File: src/rtl/cellbus_pkg.sv
package cellbus_pkg;
  localparam int unsigned DEF_PORTS  = 16;
  localparam int unsigned DEF_MCELLS = 7;

  typedef enum logic {
    START_FIXED  = 1'b0,
    START_ROTATE = 1'b1
  } start_mode_e;
endpackage

File: src/rtl/cellbus_slot_timer.sv
module cellbus_slot_timer #(
  parameter int unsigned N_PORTS  = cellbus_pkg::DEF_PORTS,
  parameter int unsigned N_MCELLS = cellbus_pkg::DEF_MCELLS,
  localparam int unsigned PW = (N_PORTS  > 1) ? $clog2(N_PORTS)  : 1,
  localparam int unsigned MW = (N_MCELLS > 1) ? $clog2(N_MCELLS) : 1
) (
  input  logic          clk,
  input  logic          rst,
  output logic [PW-1:0] pos,
  output logic [MW-1:0] mc,
  output logic          frame_end,
  output logic          frame_first
);
  localparam logic [PW-1:0] POS_LAST = PW'(N_PORTS - 1);
  localparam logic [MW-1:0] MC_LAST  = MW'(N_MCELLS - 1);

  logic [PW-1:0] pos_q;
  logic [MW-1:0] mc_q;

  // Reset parks the timer on the last slot so the first edge opens a frame.
  always_ff @(posedge clk) begin
    if (rst) begin
      pos_q <= POS_LAST;
      mc_q  <= MC_LAST;
    end else if (pos_q == POS_LAST) begin
      pos_q <= '0;
      mc_q  <= (mc_q == MC_LAST) ? '0 : mc_q + 1'b1;
    end else begin
      pos_q <= pos_q + 1'b1;
    end
  end

  assign pos         = pos_q;
  assign mc          = mc_q;
  assign frame_end   = (pos_q == POS_LAST) && (mc_q == MC_LAST);
  assign frame_first = (pos_q == '0) && (mc_q == '0);

  p_frame_len_r2: assert property (@(posedge clk) disable iff (rst)
    frame_end |=> frame_first);
  p_mc_bound_r2: assert property (@(posedge clk) disable iff (rst)
    mc_q <= MC_LAST);
  p_strobe_single_r4: assert property (@(posedge clk) disable iff (rst)
    frame_first |=> !frame_first);
endmodule

File: src/rtl/cellbus_seq_gen.sv
module cellbus_seq_gen #(
  parameter int unsigned N_PORTS = cellbus_pkg::DEF_PORTS,
  localparam int unsigned PW = (N_PORTS > 1) ? $clog2(N_PORTS) : 1
) (
  input  logic                          clk,
  input  logic                          rst,
  input  logic                          frame_end,
  input  cellbus_pkg::start_mode_e      mode,
  input  logic [N_PORTS-1:0]            valid_in,
  input  logic [PW-1:0]                 pos,
  output logic [PW-1:0]                 owner,
  output logic [N_PORTS-1:0]            mask
);
  import cellbus_pkg::*;

  localparam logic [PW-1:0] PORT_LAST = PW'(N_PORTS - 1);
  localparam logic [PW:0]   PORT_CNT  = (PW+1)'(N_PORTS);

  logic [PW-1:0]      ptr_q;    // frame counter mod N_PORTS
  logic [PW-1:0]      lead_q;   // lead port of the frame in progress
  logic [N_PORTS-1:0] mask_q;
  logic [PW:0]        sum;

  // Frame settings are captured on the edge that begins slot 0.
  always_ff @(posedge clk) begin
    if (rst) begin
      ptr_q  <= '0;
      lead_q <= '0;
      mask_q <= '0;
    end else if (frame_end) begin
      lead_q <= (mode == START_ROTATE) ? ptr_q : '0;
      ptr_q  <= (ptr_q == PORT_LAST) ? '0 : ptr_q + 1'b1;
      mask_q <= valid_in;
    end
  end

  always_comb begin
    sum   = {1'b0, lead_q} + {1'b0, pos};
    owner = (sum >= PORT_CNT) ? PW'(sum - PORT_CNT) : PW'(sum);
  end

  assign mask = mask_q;

  p_fixed_lead_r5: assert property (@(posedge clk) disable iff (rst)
    (frame_end && mode == START_FIXED) |=> (pos == '0 && owner == '0));
  p_ptr_moves_r6: assert property (@(posedge clk) disable iff (rst)
    frame_end |=> (ptr_q != $past(ptr_q) || N_PORTS == 1));
  p_frame_frozen_r8: assert property (@(posedge clk) disable iff (rst)
    !frame_end |=> ($stable(mask_q) && $stable(lead_q)));
endmodule

File: src/rtl/cellbus_grant_dec.sv
module cellbus_grant_dec #(
  parameter int unsigned N_PORTS = cellbus_pkg::DEF_PORTS,
  localparam int unsigned PW = (N_PORTS > 1) ? $clog2(N_PORTS) : 1
) (
  input  logic               clk,
  input  logic               rst,
  input  logic [PW-1:0]      owner,
  input  logic [N_PORTS-1:0] mask,
  output logic               busy,
  output logic [N_PORTS-1:0] grant
);
  assign busy = mask[owner];

  for (genvar p = 0; p < N_PORTS; p++) begin : g_port
    assign grant[p] = busy && (owner == PW'(p));
  end

  p_grant_onehot_r3: assert property (@(posedge clk) disable iff (rst)
    $onehot0(grant));
  p_busy_grant_r7: assert property (@(posedge clk) disable iff (rst)
    busy == (grant != '0));
endmodule

File: src/rtl/cellbus_sched.sv
module cellbus_sched #(
  parameter int unsigned N_PORTS  = cellbus_pkg::DEF_PORTS,
  parameter int unsigned N_MCELLS = cellbus_pkg::DEF_MCELLS,
  localparam int unsigned PW = (N_PORTS  > 1) ? $clog2(N_PORTS)  : 1,
  localparam int unsigned MW = (N_MCELLS > 1) ? $clog2(N_MCELLS) : 1
) (
  input  logic               clk,
  input  logic               rst,
  input  logic               rot_mode,
  input  logic [N_PORTS-1:0] cell_valid,
  output logic               cyc_start,
  output logic [N_PORTS-1:0] slot_grant,
  output logic [PW-1:0]      slot_owner,
  output logic               slot_busy,
  output logic [MW-1:0]      mc_idx
);
  import cellbus_pkg::*;

  logic [PW-1:0]      pos;
  logic [MW-1:0]      mc;
  logic               frame_end;
  logic               frame_first;
  logic [PW-1:0]      owner;
  logic [N_PORTS-1:0] mask;
  start_mode_e        mode;

  assign mode = start_mode_e'(rot_mode);

  cellbus_slot_timer #(.N_PORTS(N_PORTS), .N_MCELLS(N_MCELLS)) u_timer (
    .clk(clk), .rst(rst), .pos(pos), .mc(mc),
    .frame_end(frame_end), .frame_first(frame_first)
  );

  cellbus_seq_gen #(.N_PORTS(N_PORTS)) u_seq (
    .clk(clk), .rst(rst), .frame_end(frame_end), .mode(mode),
    .valid_in(cell_valid), .pos(pos), .owner(owner), .mask(mask)
  );

  cellbus_grant_dec #(.N_PORTS(N_PORTS)) u_dec (
    .clk(clk), .rst(rst), .owner(owner), .mask(mask),
    .busy(slot_busy), .grant(slot_grant)
  );

  assign cyc_start  = frame_first && !rst;
  assign slot_owner = owner;
  assign mc_idx     = mc;

  p_reset_quiet_r1: assert property (@(posedge clk)
    rst |-> (!cyc_start && !slot_busy && slot_grant == '0));
endmodule

File: config.mk
export PLATFORM = sky130hd
export DESIGN_NAME = cellbus_sched
export DESIGN_NICKNAME = d
export VERILOG_FILES = /design/src/rtl/cellbus_pkg.sv /design/src/rtl/cellbus_slot_timer.sv /design/src/rtl/cellbus_seq_gen.sv /design/src/rtl/cellbus_grant_dec.sv /design/src/rtl/cellbus_sched.sv
export SDC_FILE = /design/constraint.sdc
export NUM_CORES = 1
export LEC_CHECK = 0
export BUFFER_PORTS_ARGS = -buffer_cell sky130_fd_sc_hd__buf_2
export CAP_MARGIN = 20
export CORE_ASPECT_RATIO = 0.8
export CORE_MARGIN = 3
export CORE_UTILIZATION = 45
export CTS_BUF_LIST = sky130_fd_sc_hd__clkbuf_2
export DETAILED_ROUTE_END_ITERATION = 16
export PLACE_DENSITY = 0.68
export SYNTH_ARGS = -nofsm -noshare
export SYNTH_HDL_FRONTEND = slang
export SYNTH_SLANG_ARGS = --single-unit
File: constraint.sdc
create_clock -name clk -period 4.6 [get_ports clk]
set_clock_uncertainty 0.15 [all_clocks]
set_input_delay 0.92 -clock clk [delete_from_list [all_inputs] [get_ports clk]]
set_output_delay 0.92 -clock clk [all_outputs]
set_load 0.01 [all_outputs]
## Word-level counts from Yosys, hierarchy flattened

Index checks and enable logic that the tools add are counted.
W data, S select, Z words.

- Register bits after elaboration: 31
- Output and inout bits: 25
- Input bits: 19

- Add/subtract/negate cells: 5
- Reduce and logical (&&, ||, !) cells: 23
- Equality and inequality tests: 18
- $lt $le $gt $ge: 2
- Mux-type cells: 7

Operators by type and width:

| kind | number |
|---|---|
| $eq A4 B4 Y1 const B | 10 |
| $logic_and A1 B1 Y1 | 19 |
| $eq A4 B3 Y1 const B | 4 |
| $mux W4 | 4 |
| $add A4 B1 Y4 const B | 2 |
| $eq A4 B2 Y1 const B | 2 |
| $logic_not A4 Y1 | 2 |
| $add A4 B4 Y5 | 1 |
| $ge A5 B5 Y1 const B | 1 |
| $lt A4 B5 Y1 const B | 1 |
| $bmux W1 S4 | 1 |
| $eq A4 B1 Y1 const B | 1 |
| $sub A4 B1 Y4 const B | 1 |
| $add A3 B1 Y3 const B | 1 |
| $eq A3 B3 Y1 const B | 1 |
| $logic_not A3 Y1 | 1 |
| $mux W3 | 1 |
| $logic_not A1 Y1 | 1 |
| $mux W1 | 1 |

## Depth between registers and ports, before layout

- Word-level depth: 6
- Gate-level depth with buffers: 7
- Gate-level depth less buffers: 7

## Cells and area by module

From an unflattened synthesis, not the netlist that was laid out.

- Cell total of the unflattened synthesis: 164
- Area total of the unflattened synthesis: 1605.3 um2

Modules (own cells, without submodules):

| module | area each (um2) | cells each | times used | seq. area each (um2) |
|---|---|---|---|---|
| cellbus_seq_gen | 1007.2 | 100 | 1 | 480.5 |
| cellbus_slot_timer | 331.6 | 32 | 1 | 140.1 |
| cellbus_grant_dec | 252.7 | 31 | 1 | 0.0 |
| cellbus_sched | 13.8 | 1 | 1 | 0.0 |

## Worst setup path before layout

OpenSTA, ideal clock, no wires.

- Path kind: flip-flop to output port
- Start point: register u_timer.pos_q[0] (netlist: u_timer.pos[0])
- End point: output port slot_grant[0]
- Required time: 3.530 ns
- Data arrival time: 2.250 ns
- Stages on the path, launching flop included: 8
- Buffers on the path: 2
- Setup slack: 1.280 ns
- Path through: dfxtp_1 > ha_1 > fa_1 > buf_2 > clkbuf_1 > mux4_2 > nand2_1 > nor4_1

- Longest elaborated chain between the ends: 6
- Elaborated cells between the ends (all ways): 8
- Those cells by class: add/sub (2); order compare (1); mux (3); reduce/logical (2)

RTL lines:

| element | RTL line | source |
|---|---|---|
| start, declared | cellbus_slot_timer.sv:17 | `logic [PW-1:0] pos_q;` |
| start signal, assigned | cellbus_slot_timer.sv:29 | `pos_q <= pos_q + 1'b1;` |
| $add A4 B4 Y5 * | cellbus_seq_gen.sv:38 | `sum = {1'b0, lead_q} + {1'b0, pos};` |
| $sub A4 B1 Y4 / $ge A5 B5 Y1 (equally long branches) | cellbus_seq_gen.sv:39 | `owner = (sum >= PORT_CNT) ? PW'(sum - PORT_CNT) : PW'(sum);` |
| $mux W4 * | cellbus_seq_gen.sv:39 |  |
| via slot_owner[1] | cellbus_sched.sv:13 | `output logic [PW-1:0] slot_owner,` |
| $bmux W1 S4 | cellbus_grant_dec.sv:12 | `assign busy = mask[owner];` |
| $mux W1 (not written as such) | cellbus_grant_dec.sv:12 |  |
| $logic_and A1 B1 Y1 * | cellbus_grant_dec.sv:15 | `assign grant[p] = busy && (owner == PW'(p));` |
| end, declared | cellbus_sched.sv:12 | `output logic [N_PORTS-1:0] slot_grant,` |

Mark *: on every way through the listed nets, which the timed path passes. The rest lies on a longest branch. The select of a mux whose other input is x is not followed.

## Worst setup path in the final report

- Start point: register u_timer.pos_q[0] (netlist: u_timer.pos[0])
- End point: output port slot_busy

- Longest elaborated chain between the ends: 5
- Elaborated cells between the ends (all ways): 6
- Those cells by class: add/sub (2); order compare (1); mux (3)

RTL lines:

| element | RTL line | source |
|---|---|---|
| $add A4 B4 Y5 * | cellbus_seq_gen.sv:38 |  |
| $sub A4 B1 Y4 / $ge A5 B5 Y1 (equally long branches) | cellbus_seq_gen.sv:39 |  |
| $mux W4 * | cellbus_seq_gen.sv:39 |  |
| $bmux W1 S4 * | cellbus_grant_dec.sv:12 |  |
| $mux W1 (not written as such) * | cellbus_grant_dec.sv:12 |  |
| end, declared | cellbus_sched.sv:14 | `output logic slot_busy,` |

Every way passes the cells marked *; elsewhere a longest branch is shown, timed or not. The select of a mux whose other input is x is not followed.

==> run_summary.xml <==
<?xml version="1.0" encoding="UTF-8"?>
<metrics>
  <group name="timing">
    <metric name="fin_tns_setup" unit="ns">0</metric>
    <metric name="final-max-slew-violation-count" unit="">0</metric>
    <metric name="final_hold_viol_count" unit="">0</metric>
    <metric name="final_critical_path_share_of_the_clock_period" unit="%">87.60</metric>
    <metric name="max_clock_freq" unit="MHz">248.2</metric>
    <metric name="setup_viol" unit="">0</metric>
    <metric name="maxSlewHeadroom" unit="%">48.00</metric>
    <metric name="post-route-min-period" unit="ns">4.029</metric>
    <metric name="tightestPinTransition" unit="ns">0.7800</metric>
    <metric name="rsz0062_at_grt" unit="">no</metric>
  </group>
  <group name="floorplanning">
    <metric name="start_util" unit="%">47.69</metric>
    <metric name="io-pin-count" unit="">44</metric>
    <metric name="die_h" unit="um">60.43</metric>
    <metric name="placement_rows" unit="">19</metric>
    <metric name="design.die.area" unit="mm2">0.004474</metric>
    <metric name="core_region" unit="mm2">0.003495</metric>
    <metric name="die-width" unit="um">74.04</metric>
  </group>
  <group name="pwr">
    <metric name="vdd_ir_drop_max" unit="uV">206.4</metric>
    <metric name="power.switching_fraction" unit="%">38.49</metric>
    <metric name="p_leak" unit="uW">0.0008034</metric>
    <metric name="power.internal" unit="uW">537.3</metric>
    <metric name="power.clock.fraction" unit="%">21.9</metric>
    <metric name="comb_power_share" unit="%">36.3</metric>
    <metric name="p_switching" unit="uW">336.2</metric>
    <metric name="cellPowerDensity" unit="mW/mm2">448.4</metric>
    <metric name="fin_total_pwr" unit="uW">873.4</metric>
    <metric name="power_frac_seq" unit="%">41.9</metric>
  </group>
  <group name="setup_path">
    <metric name="path_max_fanout" unit="">15</metric>
    <metric name="timing.critical_path.to_type" unit="">output port</metric>
    <metric name="worst-endpoint-arrival" unit="ns">2.96</metric>
    <metric name="critPathLaunchType" unit="">flip-flop</metric>
    <metric name="reg2reg_slack" unit="ns">2.21</metric>
    <metric name="worst-endpoint-required" unit="ns">3.53</metric>
    <metric name="category_of_the_most_critical_setup_path" unit="">reg2out</metric>
  </group>
  <group name="clock_network">
    <metric name="post_cts_resize_count" unit="">0</metric>
    <metric name="clock_tree.buffer_depth" unit="">2</metric>
    <metric name="cts_inserted_buffers" unit="">5</metric>
    <metric name="cts_root_buffer" unit="">sky130_fd_sc_hd__clkbuf_2</metric>
    <metric name="cts.sinks" unit="">31</metric>
    <metric name="cts_htree_levels" unit="">2</metric>
    <metric name="worst_setup_hold_path_clk_slew" unit="ns">0.18</metric>
    <metric name="cts_tree" unit="">done</metric>
    <metric name="clk_latency" unit="ns">0.36</metric>
    <metric name="cts_setup_buffers" unit="">0</metric>
    <metric name="cts_hold_buf" unit="">0</metric>
  </group>
  <group name="hold_path">
    <metric name="timing.hold.worst.class" unit="">reg2reg</metric>
  </group>
  <group name="cells_and_area">
    <metric name="nFillCells" unit="">334</metric>
    <metric name="num_antenna_cells" unit="">0</metric>
    <metric name="final_area" unit="mm2">0.001948</metric>
    <metric name="finish.utilization" unit="%">55.75</metric>
    <metric name="areaGrowthSynthToFinish" unit="%">16.89</metric>
    <metric name="drive_gt1_share" unit="%">25.21</metric>
    <metric name="nets" unit="">267</metric>
  </group>
  <group name="flow_run">
    <metric name="maxCapViolCount" unit="">0</metric>
  </group>
  <group name="grt">
    <metric name="grt_max_degree" unit="">33</metric>
    <metric name="grt.total_usage" unit="%">17.12</metric>
    <metric name="grt_pass1_wl" unit="um">5871</metric>
    <metric name="overflow" unit="">0</metric>
    <metric name="vias_in_the_first_global_route" unit="">1221</metric>
    <metric name="number_of_antenna_violations_at_the_first_check_in_global_routing" unit="">0</metric>
  </group>
  <group name="routing">
    <metric name="first_iter_violations" unit="">68</metric>
    <metric name="detailedRoute.firstPassIterationCount" unit="">4</metric>
    <metric name="routedWlPerCell" unit="um">12.89</metric>
    <metric name="route.vias.total" unit="">1506</metric>
    <metric name="wl" unit="um">3662</metric>
    <metric name="routed_via_density" unit="">5.303</metric>
    <metric name="detail_route.drc_violations" unit="">0</metric>
    <metric name="antenna_violating_nets_post_route" unit="">0</metric>
  </group>
  <group name="synth">
    <metric name="syn_area_per_cell" unit="um2">8.210</metric>
    <metric name="synth.yosys.seq_area_share" unit="%">37.24</metric>
    <metric name="synthesis.nets" unit="">229</metric>
    <metric name="synth.distinct_cells" unit="">40</metric>
    <metric name="synth_async_sr_flop_share" unit="%">0</metric>
    <metric name="ys_dominant_reg_cell" unit="">sky130_fd_sc_hd__dfxtp_1</metric>
    <metric name="syn-instance-count" unit="">203</metric>
    <metric name="postSynthRegisterBits" unit="">31</metric>
    <metric name="syn_area" unit="mm2">0.001667</metric>
    <metric name="synth-edff-count" unit="">0</metric>
    <metric name="synth_warnings" unit="">0</metric>
  </group>
  <group name="placement">
    <metric name="half_perimeter_wire_length_after_placement" unit="um">2630</metric>
    <metric name="routability_congestion_estimate" unit="">0.7609</metric>
    <metric name="postPlaceCellArea" unit="mm2">0.001879</metric>
    <metric name="io_buffer_count" unit="">43</metric>
  </group>
  <group name="run_status">
    <metric name="run_status" unit="">completed</metric>
  </group>
</metrics>
-- layout make-up --
class / count / area (um2) / area share, %
clock inverter: 3 / 43.79 / 2.248
sequential: 31 / 620.6 / 31.86
timing repair buffer: 44 / 222.7 / 11.43
multi-input combinational: 155 / 968.4 / 49.71
clock buffer: 5 / 25.02 / 1.285
tap: 42 / 52.55 / 2.697
inverter: 4 / 15.01 / 0.7707
-- path summary, 6_finish.rpt --
path,start,endpoint,depth (start not counted)
min,u_seq.mask[9],u_seq.mask[9],2
min reg2reg,u_seq.mask[9],u_seq.mask[9],2
max reg2reg,u_timer.pos[1],u_seq.ptr_q[3],5
max,u_timer.pos[0],slot_busy,7
-- synth_stat cells (2+ instances only) --
cell | n | area share (%)
sky130_fd_sc_hd__a211o_1 | 2 | 1.1
sky130_fd_sc_hd__a21o_1 | 2 | 0.90
sky130_fd_sc_hd__a21oi_1 | 27 | 8.1
sky130_fd_sc_hd__a31oi_1 | 3 | 1.1
sky130_fd_sc_hd__buf_2 | 5 | 1.5
sky130_fd_sc_hd__clkbuf_1 | 7 | 1.6
sky130_fd_sc_hd__dfxtp_1 | 31 | 37
sky130_fd_sc_hd__ha_1 | 6 | 4.5
sky130_fd_sc_hd__inv_1 | 3 | 0.68
sky130_fd_sc_hd__mux2i_1 | 7 | 4.2
sky130_fd_sc_hd__mux4_2 | 3 | 4.1
sky130_fd_sc_hd__nand2_1 | 46 | 10
sky130_fd_sc_hd__nand2b_1 | 3 | 1.1
sky130_fd_sc_hd__nand3_1 | 6 | 1.8
sky130_fd_sc_hd__nor2_1 | 10 | 2.3
sky130_fd_sc_hd__nor2b_1 | 2 | 0.75
sky130_fd_sc_hd__nor3_1 | 11 | 3.3
sky130_fd_sc_hd__nor3b_1 | 2 | 0.90
sky130_fd_sc_hd__nor4_1 | 3 | 1.1
sky130_fd_sc_hd__o221ai_1 | 2 | 1.1
sky130_fd_sc_hd__or2_2 | 2 | 0.75
sky130_fd_sc_hd__xnor2_1 | 2 | 1.1
-- layout by cell type (no fill, tap or decap), types with 2 or more instances in the layout --
cell type / netlist / routed
sky130_fd_sc_hd__or2_2: 2 / 2
sky130_fd_sc_hd__clkbuf_2: 0 / 5
sky130_fd_sc_hd__nor2b_1: 2 / 2
sky130_fd_sc_hd__a21o_1: 2 / 2
sky130_fd_sc_hd__inv_1: 3 / 3
sky130_fd_sc_hd__buf_2: 5 / 43
sky130_fd_sc_hd__a21oi_1: 27 / 27
sky130_fd_sc_hd__nor4_1: 3 / 3
sky130_fd_sc_hd__nor3b_1: 2 / 2
sky130_fd_sc_hd__a31oi_1: 3 / 3
sky130_fd_sc_hd__mux4_2: 3 / 3
sky130_fd_sc_hd__xnor2_1: 2 / 2
sky130_fd_sc_hd__ha_1: 6 / 6
sky130_fd_sc_hd__nor3_1: 11 / 11
sky130_fd_sc_hd__nand2_1: 46 / 46
sky130_fd_sc_hd__nand3_1: 6 / 6
sky130_fd_sc_hd__o221ai_1: 2 / 2
sky130_fd_sc_hd__nor2_1: 10 / 10
sky130_fd_sc_hd__mux2i_1: 7 / 7
sky130_fd_sc_hd__a211o_1: 2 / 2
sky130_fd_sc_hd__dfxtp_1: 31 / 31
sky130_fd_sc_hd__nand2b_1: 3 / 3
-- stage by stage --
step | setup slack [ns] | std cells | hold slack [ns]
3_5_place_dp | 0.9896 | 276 | 0.2999
2_1_floorplan | 1.280 | 203 | 0.2856
6_report | 0.5705 | 284 | 0.3230
5_1_grt | 0.3297 | 284 | 0.3498
3_3_place_gp | 1.086 | 276 | 0.2981
4_1_cts | 0.5386 | 284 | 0.3220
-- routing by layer --
| metal | global-route usage, % | vias up | wire length (um) |
|---|---|---|---|
| met1 | 26.73 | 674 | 1977 |
| met4 | 6.202 | 0 | 27 |
| met2 | 22.35 | 40 | 1452 |
| met3 | 4.139 | 2 | 205 |
| li1 | - | 790 | - |
| met5 | 0 | - | 0 |
-- worst max-delay path, cell delays in order, from the launching register on --
cell                      delay [ns]
sky130_fd_sc_hd__dfxtp_1        0.38
sky130_fd_sc_hd__ha_1           0.24
sky130_fd_sc_hd__fa_1           0.89
sky130_fd_sc_hd__mux2i_1        0.21
sky130_fd_sc_hd__mux4_2         0.49
sky130_fd_sc_hd__o21ai_0        0.09
sky130_fd_sc_hd__o41a_1         0.18
sky130_fd_sc_hd__buf_2          0.13
-- logic make-up (layout without fill, tap and decap cells) --
group,Yosys count,in the layout,share of synthesized area [%]
AOI/OAI and AO/OA,42,42,15.02
xor gates and xnor gates,4,4,3.229
adders and majority gates,7,7,5.706
buffers and inverters,17,56,4.654
DFF,31,31,37.24
muxes,10,10,8.258
and+or+nand+nor,92,92,25.90
-- registers in the layout, indices dropped and copies added (netlist names) --
| register | cells |
|---|---|
| u_timer.mc | 3 |
| u_seq.lead_q | 4 |
| u_timer.pos | 4 |
| u_seq.ptr_q | 4 |
| u_seq.mask | 16 |
-- power groups by stage --
stage / Combinational [uW] / Clock, uW / Sequential, uW
2_1_floorplan: 259 / 0 / 358
3_3_place_gp: 314 / 0 / 371
3_5_place_dp: 318 / 0 / 371
4_1_cts: 319 / 198 / 365
5_1_grt: 354 / 211 / 374
6_report: 317 / 191 / 366
No activity file was read; power rests on OpenSTA's default activity.
